File: config.mk
export PLATFORM = sky130hd
export DESIGN_NAME = cam_input_qualifier
export DESIGN_NICKNAME = d
export VERILOG_FILES = /design/src/rtl/cam_qual_pkg.sv /design/src/rtl/cam_sync_bank.sv /design/src/rtl/cam_edge_det.sv /design/src/rtl/cam_field_latch.sv /design/src/rtl/cam_write_path.sv /design/src/rtl/cam_input_qualifier.sv
export SDC_FILE = /design/constraint.sdc
export NUM_CORES = 1
export LEC_CHECK = 0
export ABC_AREA = 1
export BUFFER_PORTS_ARGS = -buffer_cell sky130_fd_sc_hd__buf_2
export CAP_MARGIN = 25
export CORE_MARGIN = 1
export CORE_UTILIZATION = 46
export DETAILED_ROUTE_END_ITERATION = 12
export PLACE_DENSITY = 0.79
export SLEW_MARGIN = 40
export SYNTH_ARGS = -nofsm -noshare
export SYNTH_HDL_FRONTEND = slang
export SYNTH_HIERARCHICAL = 1
export SYNTH_SLANG_ARGS = --single-unit
File: constraint.sdc
create_clock -name clk -period 1.5 [get_ports clk]
set_clock_uncertainty 0.2 [all_clocks]
set_input_delay 0.45 -clock clk [delete_from_list [all_inputs] [get_ports clk]]
set_output_delay 0.45 -clock clk [all_outputs]
set_load 0.01 [all_outputs]
File: src/rtl/cam_qual_pkg.sv
// Package: shared configuration layout for the sensor input qualifier.
// Assumes a 16-bit configuration word; bits 15:10 are unused and forced to 0.
package cam_qual_pkg;

    localparam int CFG_W = 16;

    // Field sampling rules.
    typedef enum logic [1:0] {
        FLD_HD_IN_VD  = 2'd0,
        FLD_PASS      = 2'd1,
        FLD_VD_EDGE   = 2'd2,
        FLD_VD_NOT_HD = 2'd3
    } fld_mode_e;

    // Configuration word, MSB first.
    typedef struct packed {
        logic [5:0] rsvd;        // 15:10
        logic       hd_low;      // 9
        logic       vd_low;      // 8
        logic       swap;        // 7
        logic       gen_wide;    // 6
        logic       bt656_wide;  // 5
        logic       bt656_en;    // 4
        logic       y_odd;       // 3
        logic       valid_or;    // 2
        fld_mode_e  fmode;       // 1:0
    } cfg_t;

    localparam logic [CFG_W-1:0] CFG_LIVE_MASK = 16'h03FF;

endpackage

File: src/rtl/cam_sync_bank.sv
// Module: bank of multi-flop synchronisers, one chain per bit.
// Assumes inputs are asynchronous levels; output is the last stage.
module cam_sync_bank #(
    parameter int N      = 1,
    parameter int STAGES = 2
) (
    input  logic         clk,
    input  logic         rst_n,
    input  logic [N-1:0] raw_i,
    output logic [N-1:0] sync_o
);

    for (genvar g = 0; g < N; g++) begin : g_chain
        logic [STAGES-1:0] chain_q;

        // Shift the raw level through the synchroniser stages.
        always_ff @(posedge clk) begin
            if (!rst_n) chain_q <= '0;
            else        chain_q <= {chain_q[STAGES-2:0], raw_i[g]};
        end

        assign sync_o[g] = chain_q[STAGES-1];
    end

endmodule

File: src/rtl/cam_edge_det.sv
// Module: polarity correction and active-edge detection of one synchronised sync.
// Assumes sync_i is already in the clk domain; pol_low=1 means active-low.
module cam_edge_det (
    input  logic clk,
    input  logic rst_n,
    input  logic sync_i,
    input  logic pol_low,
    output logic act_o,
    output logic edge_o
);

    logic prev_q;

    // Remember the previous synchronised sample.
    always_ff @(posedge clk) begin
        if (!rst_n) prev_q <= 1'b0;
        else        prev_q <= sync_i;
    end

    assign act_o  = sync_i ^ pol_low;
    assign edge_o = act_o & ~(prev_q ^ pol_low);

endmodule

File: src/rtl/cam_field_latch.sv
// Module: field identifier register with four sampling rules.
// Assumes all inputs are synchronised and polarity-corrected.
module cam_field_latch
    import cam_qual_pkg::*;
(
    input  logic      clk,
    input  logic      rst_n,
    input  fld_mode_e mode_i,
    input  logic      fld_s_i,
    input  logic      vd_act_i,
    input  logic      vd_edge_i,
    input  logic      hd_act_i,
    input  logic      hd_edge_i,
    output logic      field_id_o
);

    logic take;

    // Decide whether the field level is sampled this clock.
    always_comb begin
        unique case (mode_i)
            FLD_HD_IN_VD:  take = vd_act_i & hd_edge_i;
            FLD_PASS:      take = 1'b1;
            FLD_VD_EDGE:   take = vd_edge_i;
            FLD_VD_NOT_HD: take = vd_act_i & ~hd_act_i;
            default:       take = 1'b0;
        endcase
    end

    // Hold or update the field identifier.
    always_ff @(posedge clk) begin
        if (!rst_n)    field_id_o <= 1'b0;
        else if (take) field_id_o <= fld_s_i;
    end

endmodule

File: src/rtl/cam_write_path.sv
// Module: sample qualification, luma flagging and memory word formatting.
// Assumes pix_i, int_valid_i and wen_i are synchronous to clk.
module cam_write_path #(
    parameter int DIN_W    = 10,
    parameter int NARROW_W = 8,
    parameter int WORD_W   = 16,
    parameter int CNT_W    = 12
) (
    input  logic              clk,
    input  logic              rst_n,
    input  logic              valid_or_i,
    input  logic              y_odd_i,
    input  logic              bt656_en_i,
    input  logic              bt656_wide_i,
    input  logic              gen_wide_i,
    input  logic              swap_i,
    input  logic              hd_edge_i,
    input  logic [DIN_W-1:0]  pix_i,
    input  logic              int_valid_i,
    input  logic              wen_i,
    output logic              wr_valid_o,
    output logic              luma_o,
    output logic [WORD_W-1:0] wr_data_o
);

    localparam int HALF = WORD_W / 2;
    localparam logic [DIN_W-1:0] LOW_MASK = DIN_W'((1 << (DIN_W - NARROW_W)) - 1);

    logic              qual;
    logic              wide;
    logic [CNT_W-1:0]  idx;
    logic [CNT_W-1:0]  cnt_q;
    logic [DIN_W-1:0]  sample;
    logic [WORD_W-1:0] word;

    // Combine the two valid sources.
    assign qual = valid_or_i ? (int_valid_i | wen_i) : (int_valid_i & wen_i);

    // BT.656 width overrides the general width.
    assign wide = bt656_en_i ? bt656_wide_i : gen_wide_i;

    // Pixel index of the current sample, restarting on a line edge.
    assign idx = hd_edge_i ? '0 : cnt_q;

    // Format the sample and apply the optional byte exchange.
    always_comb begin
        sample = wide ? pix_i : (pix_i & ~LOW_MASK);
        word   = WORD_W'(sample);
        if (swap_i) word = {word[HALF-1:0], word[WORD_W-1:HALF]};
    end

    // Advance the pixel index on qualified samples.
    always_ff @(posedge clk) begin
        if (!rst_n)    cnt_q <= '0;
        else if (qual) cnt_q <= idx + CNT_W'(1);
        else           cnt_q <= idx;
    end

    // Register the write outputs.
    always_ff @(posedge clk) begin
        if (!rst_n) begin
            wr_valid_o <= 1'b0;
            luma_o     <= 1'b0;
            wr_data_o  <= '0;
        end else begin
            wr_valid_o <= qual;
            luma_o     <= qual & (idx[0] == y_odd_i);
            wr_data_o  <= word;
        end
    end

endmodule

File: src/rtl/cam_input_qualifier.sv
// Module: top of the sensor input timing qualifier.
// Assumes cfg_word_i is quasi-static; it is captured only on an active VD edge.
module cam_input_qualifier
    import cam_qual_pkg::*;
#(
    parameter int DIN_W    = 10,
    parameter int NARROW_W = 8,
    parameter int WORD_W   = 16,
    parameter int STAGES   = 2,
    parameter int CNT_W    = 12
) (
    input  logic              clk,
    input  logic              rst_n,
    input  logic [CFG_W-1:0]  cfg_word_i,
    input  logic              vd_i,
    input  logic              hd_i,
    input  logic              fld_i,
    input  logic [DIN_W-1:0]  pix_i,
    input  logic              int_valid_i,
    input  logic              wen_i,
    output logic              field_id_o,
    output logic              wr_valid_o,
    output logic              luma_o,
    output logic [WORD_W-1:0] wr_data_o,
    output logic [CFG_W-1:0]  cfg_applied_o
);

    cfg_t       cfg_q;
    logic [2:0] sync_s;
    logic       vd_act, vd_edge, hd_act, hd_edge;

    // Bring the three sync-type inputs into the clock domain.
    cam_sync_bank #(.N(3), .STAGES(STAGES)) u_sync (
        .clk    (clk),
        .rst_n  (rst_n),
        .raw_i  ({fld_i, hd_i, vd_i}),
        .sync_o (sync_s)
    );

    cam_edge_det u_vd (
        .clk     (clk),
        .rst_n   (rst_n),
        .sync_i  (sync_s[0]),
        .pol_low (cfg_q.vd_low),
        .act_o   (vd_act),
        .edge_o  (vd_edge)
    );

    cam_edge_det u_hd (
        .clk     (clk),
        .rst_n   (rst_n),
        .sync_i  (sync_s[1]),
        .pol_low (cfg_q.hd_low),
        .act_o   (hd_act),
        .edge_o  (hd_edge)
    );

    // Capture the configuration at the frame boundary only.
    always_ff @(posedge clk) begin
        if (!rst_n)       cfg_q <= '0;
        else if (vd_edge) cfg_q <= cfg_t'(cfg_word_i & CFG_LIVE_MASK);
    end

    assign cfg_applied_o = cfg_q;

    cam_field_latch u_fld (
        .clk        (clk),
        .rst_n      (rst_n),
        .mode_i     (cfg_q.fmode),
        .fld_s_i    (sync_s[2]),
        .vd_act_i   (vd_act),
        .vd_edge_i  (vd_edge),
        .hd_act_i   (hd_act),
        .hd_edge_i  (hd_edge),
        .field_id_o (field_id_o)
    );

    cam_write_path #(
        .DIN_W(DIN_W), .NARROW_W(NARROW_W), .WORD_W(WORD_W), .CNT_W(CNT_W)
    ) u_wr (
        .clk          (clk),
        .rst_n        (rst_n),
        .valid_or_i   (cfg_q.valid_or),
        .y_odd_i      (cfg_q.y_odd),
        .bt656_en_i   (cfg_q.bt656_en),
        .bt656_wide_i (cfg_q.bt656_wide),
        .gen_wide_i   (cfg_q.gen_wide),
        .swap_i       (cfg_q.swap),
        .hd_edge_i    (hd_edge),
        .pix_i        (pix_i),
        .int_valid_i  (int_valid_i),
        .wen_i        (wen_i),
        .wr_valid_o   (wr_valid_o),
        .luma_o       (luma_o),
        .wr_data_o    (wr_data_o)
    );

endmodule

Word level (Yosys, flattened, before mapping) --
Index checks and enable logic that the tools add are counted.
Cells by class: add/subtract/negate cells 1, mux-type cells 7, bitwise gates (word level) 15, eq/ne operators 4, reductions and logical operators 3
Operator list (number):
- 2-to-1 mux 12 bit | 2
- adder 12 x 1 -> 12 bit, second input constant | 1
- 2-to-1 mux 10 bit | 1
- AND 1 bit | 6
- == test 2 bit, second input constant | 2
- inverter 1 bit | 4
- one-hot mux 1 bit (4 select lines) | 1
- XOR 1 bit | 4
- == test 2 x 1 -> 1 bit, second input constant | 1
- logical NOT 2 bit | 1
- 2-to-1 mux 1 bit | 2
- 2-to-1 mux 2 bit | 1
- AND reduction 2 bit | 1
- OR reduction 2 bit | 1
- == test 1 bit | 1
- bitwise OR 1 bit | 1
Word-level totals: bits in registers 49, bits of input ports 33, logic and storage cells 51, output and inout bits 35

Depth between registers and ports, before layout --
Gate-level depths: netlist of the first run.
word-level depth 6, gate-level depth with buffers 10, gate-level depth less buffers 9

Modules after synthesis --
The synthesis of the first run kept the hierarchy.
By module, submodules not included:
- cam_write_path | cells each 74, times used 1, sequential area each 380.4 µm², area each 640.6 µm²
- cam_input_qualifier | cells each 70, times used 1, sequential area each 200.2 µm², area each 460.4 µm²
- cam_sync_bank | cells each 21, times used 1, sequential area each 120.1 µm², area each 187.7 µm²
- cam_field_latch | cells each 23, times used 1, sequential area each 20.0 µm², area each 147.6 µm²
- cam_edge_det | cells each 10, times used 2, sequential area each 20.0 µm², area each 61.3 µm²

Least setup slack after synthesis of the first run --
No wires, ideal clock.
path type register -> register, start point reg cfg_q, in the netlist cfg_applied_o[0], end point reg u_fld.field_id_o, arrival time 1.101 ns, library setup time 0.115 ns, cell stages (with the launch flop) 8, path slack 0.084 ns, period minus slack after synthesis 1.416 ns, path buffers 0, data required time 1.185 ns, cells stage by stage dfxtp_1 inv_1 ha_1 nand2_1 inv_2 nand3_2 a21oi_1 nor2_1
Between the ends: cells in the longest elaborated chain, start to end 2, elaborated cells on any way between the ends 5, classes of those cells eq/ne (3); mux (1); reduce/logical (1)
Ends and longest elaborated chain:
- from (decl) | line cam_input_qualifier.sv:28 | cfg_t cfg_q;
- from (signal assigned) | line cam_input_qualifier.sv:61 | else if (vd_edge) cfg_q <= cfg_t'(cfg_word_i & CFG_LIVE_MASK);
- == test 2 bit, or another cell as far along | line cam_field_latch.sv:21 | unique case (mode_i)
- one-hot mux 1 bit (4 select lines) * | line cam_field_latch.sv:21
- to (signal assigned) | line cam_field_latch.sv:33 | else if (take) field_id_o <= fld_s_i;
- to (decl) | line cam_field_latch.sv:14 | output logic field_id_o
Mark *: on every way between the ends. The rest lies on a longest branch, timed or not. A chain may end at the register's enable or synchronous reset.

Worst setup path in the final report of the first run --
start point reg cfg_q, in the netlist cfg_applied_o[9], end point out cfg_applied_o[9]
RTL lines:
- to (decl) | line cam_input_qualifier.sv:25 | output logic [CFG_W-1:0] cfg_applied_o
No word-level cell between the ends.

==> summary.md, run 1 <==
| Metric | Value |
|---|---|
| Via count | `1325` |
| Hold_buf cts | `0` |
| Yosys cell types | `20` |
| Crit path max fanout | `2` |
| ANT cells | `0` |
| Post-route cell area | `2090 um^2` |
| Net Sw Power | `515 uW` |
| Placed Area | `1850 um^2` |
| Clock slew at reported path FFs | `0.12 ns` |
| Seq cells post-synth | `38` |
| Final hold viol count | `0` |
| Row count | `20` |
| Core utilization of the finished layout | `66.7%` |
| Max-cap viol count | `0` |
| Antenna viol nets, final | `0` |
| CTS tree | `built` |
| PwrDens | `1070 nW/um^2` |
| Total congestion overflow | `0` |
| Setup TNS | `0 ns` |
| Flop pwr share | `48.6%` |
| 1st-pass router iterations | `4` |
| Largest net degree at the start of global routing | `14` |
| Wire per inst | `9.20 um` |
| Power share of the clock group | `38.3%` |
| Ys Warns | `6` |
| Dpl hpwl | `2.03 mm` |
| Static Leakage | `1.20 nW` |
| HP Class | `in2reg` |
| Area share of the largest cell type after synthesis | `48.8%` |
| Root buf cell | `clkbuf_4` |
| WL final | `2.94 mm` |
| DRC Markers | `0` |
| Fmax achieved | `0.682 GHz` |
| Syn Area/Cell | `7.50 um^2` |
| Fraction of final layout cells sized beyond drive strength 1 | `38.2%` |
| Final hold slack | `0.106 ns` |
| Filler instances | `273` |
| Worst reg2reg path depth | `7` |
| Top cells by area, synth | `dfxtp_1 (49%), nand2_1 (12%), inv_1 (10%), nor2_1 (7.0%), buf_4 (4.8%)` |
| Seq/Total Area, Yosys | `48.8%` |
| CP max stage delay | `0.37 ns` |
| CP max-delay cell | `dfxtp_4` |
| Post-Syn Area | `1560 um^2` |
| Core Area | `3130 um^2` |
| Vias per std cell | `4.15` |
| Hold Path Depth | `3` |
| Post-place setup slack | `0.191 ns` |
| First-pass GRT wire length | `4.73 mm` |
| Worst path cell trace | `buf_6` |
| Multi-input gate area | `566 um^2` |
| Switch share | `23.1%` |
| Nets | `310` |
| Initial core utilization | `49.8%` |
| Num CTS Buffers | `5` |
| CP Launch Type | `flop` |
| Max Root-Sink Buffers | `2` |
| Final worst-path setup slack | `0.0328 ns` |
| Bufs and invs on worst path | `1` |
| Area growth syn-to-layout | `33.8%` |
| RD Place Congestion | `0.721` |
| Final setup vio count | `0` |
| Area of the die | `3630 um^2` |
| Seq. cell area | `785 um^2` |
| Worst path required time | `0.85 ns` |
| Initial antenna violation count | `0` |
| Crit path depth | `1` |
| Leading area contributor after synthesis | `dfxtp_1` |
| Synth Instances | `208` |
| Crit path DAT | `0.82 ns` |
| Clk_lat worst skew | `0.33 ns` |
| Worst vdd ir | `0.741 mV` |
| H-tree Lvls | `2` |
| Max Slew Vio Count | `0` |
| P_int | `1.71 mW` |
| Outcome | `completed` |
| Worst path top cell family by delay | `flip-flops` |
| Unrepaired setup endpoints after global routing | `true` |
| Die width | `60.2 um` |
| IO Pins | `68` |
| Die Span Y | `60.2 um` |
| GRT Resource Usage Total | `17.8%` |
| Clock Sink Count | `38` |
| Port-buffer cells | `55` |
| Initial DRC count | `22` |
| Critical path class | `reg2out` |
| Critical Path End Type | `output pin` |
| Tmin final | `1.47 ns` |
| Comb pwr share | `13.1%` |
| Period utilization | `97.8%` |
| Number of global-route vias before repair | `1148` |
-- tightest hold or removal path, stage by stage --
cell and delay [ns]:
buf_2 0.08, nand2_1 0.04, inv_1 0.04
-- power groups by stage --
| stage | combinational [mW] | clock (mW) | sequential (mW) |
|---|---|---|---|
| floorplan | 0.148 | 0 | 1.13 |
| global placement | 0.249 | 0 | 1.11 |
| detailed placement | 0.254 | 0 | 1.11 |
| CTS | 0.276 | 0.881 | 1.08 |
| global route | 0.334 | 0.916 | 1.09 |
| finish | 0.292 | 0.853 | 1.08 |
-- flip-flops by register name (all words and copies together), names as in the netlist --
register                flops
u_sync/g_chain.chain_q      6
u_vd/prev_q                 1
u_hd/prev_q                 1
u_wr/wr_data_o             16
u_wr/luma_o                 1
u_wr/wr_valid_o             1
u_fld/field_id_o            1
cfg_applied_o              10
u_wr/cnt_q                  1
-- worst paths after layout --
kind | startpoint | endpoint | slack, ns
max | cfg_applied_o[9]$_SDFFE_PN0P_ | cfg_applied_o[9] | 0.03
min | hd_i | u_sync/g_chain[1].chain_q[0]$_SDFF_PN0_ | 0.11
max reg2reg | cfg_applied_o[1]$_SDFFE_PN0P_ | u_fld/field_id_o$_SDFFE_PN0P_ | 0.10
min reg2reg | u_sync/g_chain[0].chain_q[0]$_SDFF_PN0_ | u_sync/g_chain[0].chain_q[1]$_SDFF_PN0_ | 0.23
-- cell usage after synthesis --
cell      count
buf_6         1
inv_4         1
a21oi_1       3
o21ai_4       1
nor2_1       29
nand2_2       3
conb_1        1
dfxtp_1      38
ha_1          3
o21bai_1      1
inv_1        43
nor2_2        6
xor2_1        2
inv_2         3
nand3_2       2
nand2_1      49
nand3_1      10
nor2_4        1
buf_2         1
buf_4        10
-- metal layers --
layer  share of wire, %  routed length [um]  global-route usage, %  vias up
li1                   -                   -                      -      713
met1                 45                1320                   22.0      577
met2                 49                1450                   29.2       31
met3                3.7                 108                   3.90        4
met4                1.7                  51                   7.97        0
met5                  0                   0                      0        -
-- metrics by stage --
step,std cells,power [mW]
after global placement,305,1.36
after floorplan,213,1.28
after global routing,319,2.34
final,319,2.23
after CTS,318,2.24
after detailed placement,305,1.36
-- kinds of logic after synthesis --
kind of cell             synth area share, %
XOR/XNOR                                1.12
other                                  0.241
buffers and inverters                   17.3
flip-flops                              48.8
adder cells (fa/ha/maj)                 2.41
AND/OR/NAND/NOR                         27.6
AO/OA/AOI/OAI                           2.49
-- repair_timing --
| item | CTS | global route |
|---|---|---|
| endpoints found under the setup margin | 8 | 9 |
| endpoints found under the hold margin | 0 | 0 |
| gates resized for setup | 13 | 11 |
| pin swaps | 0 | 2 |
| cloned | 0 | 0 |
| setup buffers | 6 | 1 |
-- layout make-up --
type	instances	share of cell area, %
sequential	38	37.6
multi-input combinational	116	27.1
timing repair buffer	66	19.0
clock inverter	3	3.30
tap	44	2.64
inverter	47	8.58
clock buffer	5	1.80
-- layout by cell type, fill, tap and decap left out, types with 3 or more instances in the layout --
cell | synthesis | layout
buf_4 | 10 | 11
inv_2 | 3 | 3
conb_1 | 1 | 6
nand2_1 | 49 | 48
nand3_1 | 10 | 10
dfxtp_1 | 38 | 27
buf_6 | 1 | 6
clkbuf_4 | 0 | 5
buf_2 | 1 | 49
inv_1 | 43 | 43
nor2_2 | 6 | 6
nor2_1 | 29 | 29
dfxtp_2 | 0 | 7
nand2_2 | 3 | 4
dfxtp_4 | 0 | 4
Note: power is estimated with default switching activity, not from simulation.
==> run 2, diff against run 1 <==
--- a/config.mk
+++ b/config.mk
@@ -12,6 +12,7 @@
 export CORE_UTILIZATION = 46
 export DETAILED_ROUTE_END_ITERATION = 12
 export PLACE_DENSITY = 0.79
+export SETUP_SLACK_MARGIN = 0.05
 export SLEW_MARGIN = 40
 export SYNTH_ARGS = -nofsm -noshare
 export SYNTH_HDL_FRONTEND = slang
==> run 2 against run 1 <==
Net effect:
- final area is 4.8% higher
- core utilization up 3.2 points
- combinational power up 8.6%
- clock-buffer cell count is the same
==> summary.md, run 2 (synthesis results as in run 1) <==
| Metric | Value |
|---|---|
| Number of global-route vias before repair | `1194 (+4.0%)` |
| Top reg by flops | `u_wr/wr_data_o` |
| Placed Area | `1850 um^2 (unchanged)` |
| Clock Sink Count | `38 (unchanged)` |
| Worst reg-to-reg setup slack | `0.09 ns (about the same)` |
| Static Leakage | `1.23 nW (+2.2%)` |
| Initial DRC count | `25 (+14%)` |
| Wire per inst | `9.07 um (-1.5%)` |
| HP Class | `in2reg` |
| Max FFs per register | `16 (unchanged)` |
| Reg-to-reg endpoint | `u_fld/field_id_o$_SDFFE_PN0P_` |
| Initial antenna violation count | `0 (unchanged)` |
| WL final | `2.92 mm (-0.54%)` |
| Fraction of final layout cells sized beyond drive strength 1 | `41.4% (+3.2 points)` |
| Post-place setup slack | `0.191 ns (unchanged)` |
| Critical path class | `reg2out` |
| Clk_lat worst skew | `0.33 ns (about the same)` |
| Final setup vio count | `0 (unchanged)` |
| Worst reg2reg path depth | `7 (unchanged)` |
| Post-route cell area | `2190 um^2 (+4.8%)` |
| Leading cell types in the layout, fill and taps excluded | `nand2_1 (47), inv_1 (43), buf_2 (39)` |
| Largest net degree at the start of global routing | `14 (unchanged)` |
| Critical Path End Type | `output pin` |
| Outcome | `completed` |
| Nets | `313 (+0.97%)` |
| First-pass GRT wire length | `4.91 mm (+3.8%)` |
| CP Launch Type | `flop` |
| Final hold viol count | `0 (unchanged)` |
| CP max-delay cell | `dfxtp_4` |
| ANT cells | `0 (unchanged)` |
| Critical path startpoint | `cfg_applied_o[9]$_SDFFE_PN0P_` |
| Unrepaired setup endpoints after global routing | `true` |
| Worst path required time | `0.85 ns (about the same)` |
| Max Root-Sink Buffers | `2 (unchanged)` |
| Crit path DAT | `0.82 ns (about the same)` |
| Num CTS Buffers | `5 (unchanged)` |
| FF-to-FF Start | `cfg_applied_o[1]$_SDFFE_PN0P_` |
| Worst path top cell family by delay | `flip-flops` |
| Fmax achieved | `0.682 GHz (about the same)` |
| Row count | `20 (unchanged)` |
| 1st-pass router iterations | `4 (unchanged)` |
| Root buf cell | `clkbuf_4` |
| Hold_buf cts | `0 (unchanged)` |
| Via count | `1329 (+0.30%)` |
| Die Span Y | `60.2 um (unchanged)` |
| Min-Delay Endpoint | `u_sync/g_chain[1].chain_q[0]$_SDFF_PN0_` |
| Area growth syn-to-layout | `40.2%` |
| Max Slew Vio Count | `0 (unchanged)` |
| RD Place Congestion | `0.721 (unchanged)` |
| H-tree Lvls | `2 (unchanged)` |
| Antenna viol nets, final | `0 (unchanged)` |
| Fin cells | `322 (+0.94%)` |
| Area of the die | `3630 um^2 (unchanged)` |
| IO Pins | `68 (unchanged)` |
| Hold Path Depth | `3 (unchanged)` |
| Worst path cell trace | `buf_6` |
| DRC Markers | `0 (unchanged)` |
| Dpl cells | `305 (unchanged)` |
| Clock slew at reported path FFs | `0.12 ns (about the same)` |
| Die width | `60.2 um (unchanged)` |
| Most common cell after layout, fill and taps aside | `nand2_1` |
| Worst vdd ir | `0.721 mV (-2.7%)` |
| Core Area | `3130 um^2 (unchanged)` |
| PwrDens | `1030 nW/um^2 (-3.4%)` |
| Crit path max fanout | `2 (unchanged)` |
| Period utilization | `97.7% (about the same)` |
| CTS tree | `built` |
| Port-buffer cells | `55 (unchanged)` |
| CP max stage delay | `0.37 ns (about the same)` |
| Hold Startpoint | `hd_i` |
| GRT Resource Usage Total | `18.4% (+0.68 points)` |
| Final worst-path setup slack | `0.0342 ns (+0.00135 ns)` |
| Initial core utilization | `49.8% (unchanged)` |
| Dpl hpwl | `2.03 mm (unchanged)` |
| Vias per std cell | `4.13 (-0.63%)` |
| Max-cap viol count | `0 (unchanged)` |
| Tmin final | `1.47 ns (-0.00135 ns)` |
| Total congestion overflow | `0 (unchanged)` |
| Bufs and invs on worst path | `1 (unchanged)` |
run 2: cell count changes in the layout (fill, tap and decap cells not counted):
cell	before	now
nor2_1	29	28
buf_4	11	13
nor2_2	6	7
dfxtp_1	27	22
nand2_2	4	5
dfxtp_2	7	12
buf_6	6	17
buf_2	49	39
nand2_1	48	47
run 2: worst reg2reg max path: stages, from the launching register on:
cell,delay (ns)
dfxtp_2,0.35
buf_4,0.15
ha_4,0.26
nand2_1,0.05
inv_2,0.05
nand3_2,0.07
a21oi_2,0.13
nor2_1,0.05
run 2: how the worst max path moves through the flow:
| stage | cells past startpoint | end |
|---|---|---|
| after floorplan | 7 | u_fld/field_id_o$_SDFFE_PN0P_ |
| after global placement | 7 | u_fld/field_id_o$_SDFFE_PN0P_ |
| after detailed placement | 7 | u_fld/field_id_o$_SDFFE_PN0P_ |
| after CTS | 1 | cfg_applied_o[9] |
| after global routing | 1 | cfg_applied_o[9] |
| final | 1 | cfg_applied_o[9] |
run 2: where the power goes:
group	switching (mW)	internal, mW
sequential	0.0247	1.06
clock	0.333	0.521
combinational	0.163	0.154
total	0.520	1.74
run 2: repair_timing:
item,4_1_cts,5_1_grt
setup endpoints to repair,14,33
setup buffers,10,0
gates resized for setup,28,14
pin swaps,0,2
run 2: layout make-up:
class	count	area [um^2]
inverter	47	179
tap	44	55.1
fill	261	942
clock buffer	5	37.5
clock inverter	3	68.8
timing repair buffer	69	484
sequential	38	791
multi-input combinational	116	571
run 2: metrics by stage:
step	util, %	total power [mW]	hold WS [ns]	TNS (ns)
after floorplan	-	1.28	0.190	0
after global placement	59.3	1.36	0.195	0
after detailed placement	59.3	1.36	0.203	0
after CTS	68.0	2.27	0.0847	0
after global routing	69.9	2.37	0.0911	-0.0219
final	69.9	2.26	0.106	0
run 2: routing by layer:
metal	wire length, um	part of all wire, %	up-vias	track usage, %
met5	0	0	-	0
met2	1430	49	29	30.0
met3	95	3.3	2	3.90
li1	-	-	719	-
met4	27	0.92	0	7.97
met1	1360	47	579	23.3
==> run 3, diff against run 2 <==
--- a/config.mk
+++ b/config.mk
@@ -9,9 +9,9 @@
 export BUFFER_PORTS_ARGS = -buffer_cell sky130_fd_sc_hd__buf_2
 export CAP_MARGIN = 25
 export CORE_MARGIN = 1
-export CORE_UTILIZATION = 46
+export CORE_UTILIZATION = 44
 export DETAILED_ROUTE_END_ITERATION = 12
-export PLACE_DENSITY = 0.79
+export PLACE_DENSITY = 0.76
 export SETUP_SLACK_MARGIN = 0.05
 export SLEW_MARGIN = 40
 export SYNTH_ARGS = -nofsm -noshare
==> run 3 against run 2 <==
Net effect:
- the flow now finishes with violations (negative setup slack)
- sequential share of layout area decreased by 1.0 points
- power increased by 2.4%
- core utilization decreased by 3.0 points
- worst setup slack got worse by 0.082 ns
- clock power increased by 4.2%
- first-iteration DRC count increased by 52%
- final area increased by 2.9%
- combinational power increased by 5%
- maximum frequency decreased by 5.3%
- critical endpoint is now cfg_applied_o[0]
==> summary.md, run 3 (synthesis results as in run 1) <==
| Metric | Value |
|---|---|
| Outcome | `finished with violations` |
| Failing checks | `negative setup slack` |
| Critical Path End Type | `output pin` |
| Critical path class | `reg2out` |
| Hold Startpoint | `fld_i` |
| Antenna viol nets, final | `0 (unchanged)` |
| Post-place setup slack | `0.168 ns (-0.0228 ns)` |
| Die width | `61.5 um (+2.2%)` |
| CP max-delay cell | `dfxtp_2` |
| Crit path DAT | `0.90 ns (+0.08 ns)` |
| Filler instances | `308 (+18%)` |
| ANT cells | `0 (unchanged)` |
| Area of the die | `3790 um^2 (+4.4%)` |
| Fraction of final layout cells sized beyond drive strength 1 | `44.4% (+3.1 points)` |
| Area growth syn-to-layout | `44.3%` |
| Dpl hpwl | `1.98 mm (-2.5%)` |
| First-pass GRT wire length | `4.80 mm (-2.4%)` |
| GRT Resource Usage Total | `17.8% (-0.61 points)` |
| Unrepaired setup endpoints after global routing | `true` |
| Largest net degree at the start of global routing | `15 (+1)` |
| Wire per inst | `9.60 um (+5.9%)` |
| Dpl cells | `306 (+0.33%)` |
| Hold Path Depth | `3 (unchanged)` |
| Total congestion overflow | `0 (unchanged)` |
| Worst vdd ir | `0.627 mV (-13%)` |
| Final worst-path setup slack | `-0.0477 ns (-0.0819 ns)` |
| Max Slew Vio Count | `0 (unchanged)` |
| Max-cap viol count | `0 (unchanged)` |
| Final setup vio count | `1 (+1)` |
| H-tree Lvls | `2 (unchanged)` |
| Period utilization | `103% (+5.5 points)` |
| Final hold viol count | `0 (unchanged)` |
| Port-buffer cells | `55 (unchanged)` |
| Initial core utilization | `46.4% (-3.5 points)` |
| Reg-to-reg endpoint | `u_fld/field_id_o$_SDFFE_PN0P_` |
| Worst path cell trace | `buf_6, buf_6` |
| Max FFs per register | `16 (unchanged)` |
| WL final | `3.12 mm (+6.9%)` |
| Worst path required time | `0.85 ns (about the same)` |
| Vias per std cell | `4.11 (-0.33%)` |
| Initial antenna violation count | `0 (unchanged)` |
| Tmin final | `1.55 ns (+0.0819 ns)` |
| Clock slew at reported path FFs | `0.11 ns (about the same)` |
| Min-Delay Endpoint | `u_sync/g_chain[2].chain_q[0]$_SDFF_PN0_` |
| Fmax achieved | `0.646 GHz (-5.3%)` |
| DRC Markers | `0 (unchanged)` |
| Final hold slack | `0.0817 ns (-0.0240 ns)` |
| Hold_buf cts | `0 (unchanged)` |
| IO Pins | `68 (unchanged)` |
| Nets | `314 (+0.32%)` |
| CP max stage delay | `0.34 ns (-0.03 ns)` |
| 1st-pass router iterations | `4 (unchanged)` |
| Fin cells | `325 (+0.93%)` |
| Number of global-route vias before repair | `1140 (-4.5%)` |
| CTS tree | `built` |
| Die Span Y | `61.5 um (+2.2%)` |
| Core Area | `3360 um^2 (+7.5%)` |
| Static Leakage | `1.24 nW (+0.91%)` |
| Crit path max fanout | `2 (unchanged)` |
| Initial DRC count | `38 (+52%)` |
| HP Class | `in2reg` |
| Top reg by flops | `u_wr/wr_data_o` |
| Num CTS Buffers | `5 (unchanged)` |
| Worst reg-to-reg setup slack | `0.07 ns (-0.02 ns)` |
| FF-to-FF Start | `cfg_applied_o[0]$_SDFFE_PN0P_` |
| Worst reg2reg path depth | `9 (+2)` |
| Most common cell on crit path | `buf_6` |
| Clock Sink Count | `38 (unchanged)` |
| Leading cell types in the layout, fill and taps excluded | `nand2_1 (46), inv_1 (41), buf_2 (37)` |
| Via count | `1337 (+0.60%)` |
| Row count | `21 (+5.0%)` |
| Most common cell after layout, fill and taps aside | `nand2_1` |
| Clk_lat worst skew | `0.34 ns (about the same)` |
| Max Root-Sink Buffers | `2 (unchanged)` |
| Root buf cell | `clkbuf_4` |
| CP Launch Type | `flop` |
| PwrDens | `1030 nW/um^2 (-0.54%)` |
| RD Place Congestion | `0.662 (-8.2%)` |
-- run 3: worst max path at each step --
stage	from	slack (ns)	end
2_1_floorplan	cfg_applied_o[0]$_SDFFE_PN0P_	0.08	u_fld/field_id_o$_SDFFE_PN0P_
3_3_place_gp	rst_n	0.17	u_wr/wr_data_o[9]$_SDFF_PN0_
3_5_place_dp	rst_n	0.17	cfg_applied_o[5]$_SDFFE_PN0P_
4_1_cts	cfg_applied_o[0]$_SDFFE_PN0P_	-0.06	cfg_applied_o[0]
5_1_grt	cfg_applied_o[0]$_SDFFE_PN0P_	-0.09	cfg_applied_o[0]
6_report	cfg_applied_o[0]$_SDFFE_PN0P_	-0.05	cfg_applied_o[0]
-- run 3: what timing repair did --
item / in CTS / in global routing
buffers inserted: 9 / 2
pin swaps: 0 / 7
resized for setup: 28 / 27
setup endpoints to repair: 19 / 38
-- run 3: worst max-delay path: cells and delay by family (launching register included) --
family / cells / cell delay [ns]
buffers and inverters: 2 / 0.22
DFF: 1 / 0.34
-- run 3: cell type report --
cell class	count	area, um^2	share of cell area (%)
Sequential cell	38	791	35.2
Multi-Input combinational cell	116	596	26.5
Timing Repair Buffer	70	515	22.9
Inverter	47	179	7.95
Clock inverter	2	60.1	2.67
Tap cell	46	57.6	2.56
Clock buffer	6	51.3	2.28
-- run 3: routing by layer --
metal | routed length [um] | track usage, %
met4 | 36 | 6.67
met2 | 1640 | 29.0
met5 | 0 | 0
met3 | 133 | 6.72
met1 | 1310 | 21.4
-- run 3: stage by stage --
stage / TNS [ns] / instance area, um^2 / util, % / power (mW)
final: -0.0477 / 2250 / 66.9 / 2.31
after global routing: -0.154 / 2250 / 66.9 / 2.44
after CTS: -0.0681 / 2130 / 63.3 / 2.30
after detailed placement: 0 / 1850 / 55.0 / 1.36
after global placement: 0 / 1850 / 55.0 / 1.35
after floorplan: 0 / 1580 / - / 1.28
-- run 3: power by group --
| part | switching (mW) | total, mW | leakage, nW | internal [mW] |
|---|---|---|---|---|
| sequential | 0.0259 | 1.09 | 0.320 | 1.06 |
| combinational | 0.169 | 0.332 | 0.863 | 0.163 |
| clock | 0.326 | 0.890 | 0.0585 | 0.565 |
| total | 0.520 | 2.31 | 1.24 | 1.79 |
